==> config.mk <==
export PLATFORM = sky130hd
export DESIGN_NAME = gf_serial_mul
export DESIGN_NICKNAME = d
export VERILOG_FILES = /design/src/rtl/gf_mul_pkg.sv /design/src/rtl/gf_coeff_step.sv /design/src/rtl/gf_pair_stage.sv /design/src/rtl/gf_seq_ctrl.sv /design/src/rtl/gf_serial_mul.sv
export SDC_FILE = /design/constraint.sdc
export NUM_CORES = 1
export LEC_CHECK = 0
export BUFFER_PORTS_ARGS = -buffer_cell sky130_fd_sc_hd__buf_2
export CAP_MARGIN = 20
export CORE_ASPECT_RATIO = 0.7
export CORE_MARGIN = 1
export CORE_UTILIZATION = 54
export CTS_CLUSTER_DIAMETER = 40
export CTS_CLUSTER_SIZE = 25
export DETAILED_ROUTE_END_ITERATION = 16
export GPL_ROUTABILITY_DRIVEN = 0
export GPL_TIMING_DRIVEN = 1
export PLACE_DENSITY = 0.79
export SLEW_MARGIN = 30
export SYNTH_ARGS = -nofsm -noshare
export SYNTH_HDL_FRONTEND = slang
export SYNTH_SLANG_ARGS = --single-unit
export TNS_END_PERCENT = 10
==> constraint.sdc <==
create_clock -name clk_i -period 1.8 [get_ports clk_i]
set_clock_uncertainty 0.15 [all_clocks]
set_input_delay 0.09 -clock clk_i [delete_from_list [all_inputs] [get_ports clk_i]]
set_output_delay 0.09 -clock clk_i [all_outputs]
set_load 0.02 [all_outputs]
==> src/rtl/gf_mul_pkg.sv <==
package gf_mul_pkg;
  typedef enum logic {
    ST_IDLE = 1'b0,
    ST_RUN  = 1'b1
  } run_state_e;
endpackage

==> src/rtl/gf_coeff_step.sv <==
// One Horner step: acc*x mod f, then add a when the coefficient is set.
module gf_coeff_step #(
  parameter int N = 8
) (
  input  logic [N-1:0] acc_i,
  input  logic [N-1:0] a_i,
  input  logic [N-1:0] mod_i,
  input  logic         coef_i,
  output logic [N-1:0] acc_o
);
  logic [N-1:0] shifted;
  logic [N-1:0] folded;

  always_comb begin
    shifted = {acc_i[N-2:0], 1'b0};
    folded  = acc_i[N-1] ? (shifted ^ mod_i) : shifted;
    acc_o   = folded ^ (a_i & {N{coef_i}});
  end
endmodule

==> src/rtl/gf_pair_stage.sv <==
module gf_pair_stage #(
  parameter int N = 8
) (
  input  logic [N-1:0] acc_i,
  input  logic [N-1:0] a_i,
  input  logic [N-1:0] mod_i,
  input  logic [1:0]   pair_i,
  input  logic         single_i,
  output logic [N-1:0] acc_o
);
  localparam int LANES = 2;

  logic [N-1:0] chain [LANES+1];

  assign chain[0] = acc_i;

  for (genvar l = 0; l < LANES; l++) begin : g_lane
    gf_coeff_step #(.N(N)) u_step (
      .acc_i  (chain[l]),
      .a_i    (a_i),
      .mod_i  (mod_i),
      .coef_i (pair_i[LANES-1-l]),
      .acc_o  (chain[l+1])
    );
  end

  // pad slot of an odd-width final cycle is bypassed
  assign acc_o = single_i ? chain[1] : chain[LANES];
endmodule

==> src/rtl/gf_seq_ctrl.sv <==
module gf_seq_ctrl
  import gf_mul_pkg::*;
#(
  parameter int N = 8
) (
  input  logic clk_i,
  input  logic rst_ni,
  input  logic start_i,
  input  logic b_valid_i,
  output logic load_o,
  output logic step_o,
  output logic single_o,
  output logic busy_o,
  output logic done_o
);
  localparam int PAIRS = (N + 1) / 2;
  localparam int CW    = $clog2(PAIRS + 1);
  localparam bit ODD   = (N % 2) == 1;

  run_state_e    state_q;
  logic [CW-1:0] cnt_q;
  logic          last;

  assign last     = cnt_q == CW'(PAIRS - 1);
  assign busy_o   = state_q == ST_RUN;
  assign load_o   = (state_q == ST_IDLE) && start_i;
  assign step_o   = (state_q == ST_RUN) && b_valid_i;
  assign single_o = ODD && last;

  always_ff @(posedge clk_i or negedge rst_ni) begin
    if (!rst_ni) begin
      state_q <= ST_IDLE;
      cnt_q   <= '0;
      done_o  <= 1'b0;
    end else begin
      done_o <= 1'b0;
      if (load_o) begin
        state_q <= ST_RUN;
        cnt_q   <= '0;
      end else if (step_o) begin
        if (last) begin
          state_q <= ST_IDLE;
          done_o  <= 1'b1;
        end else begin
          cnt_q <= cnt_q + 1'b1;
        end
      end
    end
  end
endmodule

==> src/rtl/gf_serial_mul.sv <==
module gf_serial_mul #(
  parameter int N = 8
) (
  input  logic         clk_i,
  input  logic         rst_ni,
  input  logic         start_i,
  input  logic [N-1:0] a_i,
  input  logic [N-1:0] mod_i,
  input  logic         b_valid_i,
  input  logic [1:0]   b_pair_i,
  output logic         busy_o,
  output logic         done_o,
  output logic [N-1:0] result_o
);
  logic [N-1:0] a_q, mod_q, acc_q, acc_nxt;
  logic         load, step, single;

  gf_seq_ctrl #(.N(N)) u_ctrl (
    .clk_i     (clk_i),
    .rst_ni    (rst_ni),
    .start_i   (start_i),
    .b_valid_i (b_valid_i),
    .load_o    (load),
    .step_o    (step),
    .single_o  (single),
    .busy_o    (busy_o),
    .done_o    (done_o)
  );

  gf_pair_stage #(.N(N)) u_pair (
    .acc_i    (acc_q),
    .a_i      (a_q),
    .mod_i    (mod_q),
    .pair_i   (b_pair_i),
    .single_i (single),
    .acc_o    (acc_nxt)
  );

  always_ff @(posedge clk_i or negedge rst_ni) begin
    if (!rst_ni) begin
      a_q   <= '0;
      mod_q <= '0;
      acc_q <= '0;
    end else if (load) begin
      a_q   <= a_i;
      mod_q <= mod_i;
      acc_q <= '0;
    end else if (step) begin
      acc_q <= acc_nxt;
    end
  end

  assign result_o = acc_q;
endmodule

==> results_tabular.tex <==
\begin{tabular}{lr}
\hline
Metric & Value \\
\hline
\multicolumn{2}{l}{\textbf{Yosys}} \\
Sequential-to-total area share from yosys stat & 46.4\% \\
Syn Area/Cell & 10.7 µm² \\
Synth unique cells & 21 \\
Post-synthesis net count & 170 \\
Number of warnings issued by yosys & 0 \\
Register bit count reported by yosys & 29 \\
Post-Synthesis Cell Area & 1560 µm² \\
Cells after synthesis & 146 \\
\multicolumn{2}{l}{\textbf{Clock network}} \\
Sinks on Clock Net & 29 \\
Clock transition at the registers of the reported paths & 60 ps \\
Number of clock buffers inserted by TritonCTS & 5 \\
Master cell of the clock root buffer & sky130\_fd\_sc\_hd\_\_clkbuf\_8 \\
CTS tree & yes \\
Maximum buffer depth of the clock tree & 2 \\
Clock latency at the later pin of the worst-skew pair & 280 ps \\
Count of buffers added by post-CTS timing repair for setup & 0 \\
\# H-tree levels & 2 \\
\multicolumn{2}{l}{\textbf{Worst hold path}} \\
Worst hold stages & 4 \\
Hold Crit Start & b\_pair\_i[0] \\
Hold/Removal Path Class & input port to register \\
Worst hold endpoint & result\_o[0] \\
\multicolumn{2}{l}{\textbf{Global route}} \\
Overall track demand over capacity in global routing & 26.0\% \\
Most Used Layer, Global Route & met2 \\
Global routing met1 resource utilization & 31.2\% \\
Via count of the first global-routing pass & 1,267 \\
Largest net degree at the start of global routing & 30 \\
Met2 GRT Util & 43.9\% \\
Met3 global-route usage & 6.55\% \\
Overflow left after global routing & 0 \\
Global-route wire length before repair & 5510 µm \\
Antenna violations before repair & 0 \\
\multicolumn{2}{l}{\textbf{Drt}} \\
Detailed Route Iter0 Violations & 140 \\
Detailed-router iteration count before antenna repair & 3 \\
Final routed DRC violation total & 0 \\
Number of vias after detailed routing & 1,226 \\
DRT Wirelength & 3460 µm \\
DRT antenna net count & 0 \\
Wire length per cell after detailed routing & 14.7 µm \\
Via density per instance & 5.22 \\
\multicolumn{2}{l}{\textbf{Worst setup path}} \\
Startpoint type of the worst setup path & register \\
Maximum net fanout on the critical path & 11 \\
Number of cells on the worst reg-to-reg path & 5 \\
Bufs and invs on worst path & 0 \\
Worst EP required & 1840 ps \\
Register-to-Register Setup Slack & 160 ps \\
CP top delay family & flip-flops \\
Critical path arrival & 1680 ps \\
Slowest cell on the critical path & sky130\_fd\_sc\_hd\_\_dfrtp\_1 \\
Capture instance of the worst register-to-register path & result\_o[7] \\
Worst r2r src & result\_o[7] \\
Worst path cell trace & nand2\_1, xor2\_1, xnor2\_1, and3\_1, o31ai\_1 \\
Largest stage delay on the critical path & 560 ps \\
Endpoint class of the critical path & register \\
Category of the critical setup timing path & register to register \\
\multicolumn{2}{l}{\textbf{Floorplanning}} \\
Core Rows & 15 \\
Number of top-level design ports & 32 \\
Core Footprint & 2590 µm² \\
DIE AREA & 3120 µm² \\
Effective utilization at floorplan & 60.3\% \\
Die width & 66.3 µm \\
Die H & 47.0 µm \\
\multicolumn{2}{l}{\textbf{Placed design}} \\
Sum of net half-perimeters after detailed placement & 2310 µm \\
Buffers on Ports & 31 \\
\multicolumn{2}{l}{\textbf{Finish}} \\
Total area of multi-input combinational cells & 807 µm² \\
Layout cell share with drive strength beyond 1 & 32.3\% \\
Final core utilization & 78.5\% \\
Area Overhead vs Synth & 30.1\% \\
Layout Nets & 225 \\
Sequential standard cell area & 726 µm² \\
Ant diodes & 0 \\
Fill count & 170 \\
\multicolumn{2}{l}{\textbf{STA}} \\
Post-route minimum period & 1640 ps \\
Setup\_tns & 0 ps \\
Slew of the pin with the lowest slew margin & 634 ps \\
Tightest slew margin relative to the limit & 57.7\% \\
Slew Viols, Final & 0 \\
Count of endpoints failing setup in the final report & 0 \\
Tightest hold margin & 107 ps \\
Final critical-path share of the clock period & 91.1\% \\
Hold Violations, Final & 0 \\
Peak Freq & 610 MHz \\
Setup repair after global routing missed its margin & false \\
\multicolumn{2}{l}{\textbf{Power}} \\
Worst vdd ir & 0.887 mV \\
Leak pwr & 0.948 nW \\
Pwr Density & 1840 nW/µm² \\
\multicolumn{2}{l}{\textbf{Run}} \\
Number of max-cap violations & 0 \\
\multicolumn{2}{l}{\textbf{Status}} \\
Run status & complete, no violations \\
\hline
\end{tabular}
## worst register-to-register path: stages (launching register included)
cell,delay (ps)
sky130_fd_sc_hd__dfrtp_1,560
sky130_fd_sc_hd__nand2_1,140
sky130_fd_sc_hd__xor2_1,220
sky130_fd_sc_hd__xnor2_1,110
sky130_fd_sc_hd__and3_1,190
sky130_fd_sc_hd__o31ai_1,170
## where the power goes
part	total, mW	switching (mW)	leakage [nW]	internal (mW)
clock network	0.537	0.235	0.0443	0.302
registers	1.27	0.303	0.353	0.969
logic	1.94	0.925	0.551	1.01
## cells by family after synthesis
kind of cell,after synthesis,share of synthesized area [%]
AOI/OAI and AO/OA,13,4.48
xor gates and xnor gates,31,21.2
adders and majority gates,2,1.60
buffers and inverters,6,2.16
DFF,29,46.4
muxes,16,11.5
and+or+nand+nor,49,12.6
## cell usage after synthesis
cell type | number | share of area, %
sky130_fd_sc_hd__nor2_1 | 5 | 1.2
sky130_fd_sc_hd__buf_6 | 1 | 0.72
sky130_fd_sc_hd__a211oi_1 | 1 | 0.48
sky130_fd_sc_hd__a21oi_1 | 3 | 0.96
sky130_fd_sc_hd__xor2_1 | 7 | 3.9
sky130_fd_sc_hd__and3_1 | 2 | 0.80
sky130_fd_sc_hd__nand2_1 | 40 | 9.6
sky130_fd_sc_hd__xnor2_2 | 6 | 6.2
sky130_fd_sc_hd__o21ai_0 | 1 | 0.32
sky130_fd_sc_hd__o31ai_1 | 1 | 0.48
sky130_fd_sc_hd__clkbuf_1 | 1 | 0.24
sky130_fd_sc_hd__o21ai_1 | 7 | 2.2
sky130_fd_sc_hd__and2_4 | 1 | 0.56
sky130_fd_sc_hd__buf_2 | 3 | 0.96
sky130_fd_sc_hd__inv_1 | 1 | 0.24
sky130_fd_sc_hd__xnor2_1 | 17 | 9.5
sky130_fd_sc_hd__nor2b_1 | 1 | 0.40
sky130_fd_sc_hd__ha_1 | 2 | 1.6
sky130_fd_sc_hd__xnor3_2 | 1 | 1.5
sky130_fd_sc_hd__dfrtp_1 | 29 | 46
sky130_fd_sc_hd__mux2_2 | 16 | 12
## repair_timing
action                                 CTS  global route
endpoints found under the hold margin   47             0
setup endpoints to repair                0             4
hold buffers                            19             0
resized for setup                        0             1
## sequential cells by signal, indices dropped and copies added, names as in the netlist
signal	count
a_q	8
u_ctrl.cnt_q	3
result_o	8
u_ctrl.done_o	1
u_ctrl.busy_o	1
mod_q	8
## metal layers
layer / share of wire, % / vias to the layer above
li1: - / 590
met1: 43 / 595
met2: 51 / 31
met3: 4.1 / 10
met4: 2.5 / 0
met5: 0 / -
## cell type report
class | count | share of cell area (%)
flip-flops and latches | 29 | 35.7
repair buffers | 53 | 18.1
inverters | 1 | 0.185
clock buffers | 7 | 4.25
multi-input cells | 111 | 39.7
well taps | 34 | 2.09
## placed cells by master (no fill, tap or decap), drive strengths merged
cell         netlist  routed
a211oi             1       1
a21oi              3       3
and2               1       1
and3               2       2
buf                4      34
clkbuf             1       7
dfrtp             29      29
dlygate4sd3        0      19
ha                 2       2
inv                1       1
mux2              16      16
nand2             40      40
nor2               5       5
nor2b              1       1
o21ai              8       8
o31ai              1       1
xnor2             23      23
xnor3              1       1
xor2               7       7
## stage by stage
stage               std cells  worst slack [ps]  area (µm²)  power (mW)
floorplan                 146               215        1560        2.76
CTS                       235               152        2030        3.75
detailed placement        209               200        1750        3.17
finish                    235               161        2030        3.75
global placement          209               242        1750        3.07
global route              235              75.8        2030        3.99
## worst max path at each step
| stage | startpoint | slack (ps) | cells after the start | to |
|---|---|---|---|---|
| final | result_o[7] | 160 | 5 | result_o[7] |
| after global routing | result_o[7] | 80 | 5 | result_o[7] |
| after CTS | start_i | 150 | 6 | result_o[5] |
| after detailed placement | result_o[7] | 200 | 5 | result_o[7] |
| after global placement | a_q[7] | 240 | 5 | result_o[1] |
| after floorplan | result_o[7] | 210 | 6 | result_o[7] |
(Power assumes the default switching activity.)
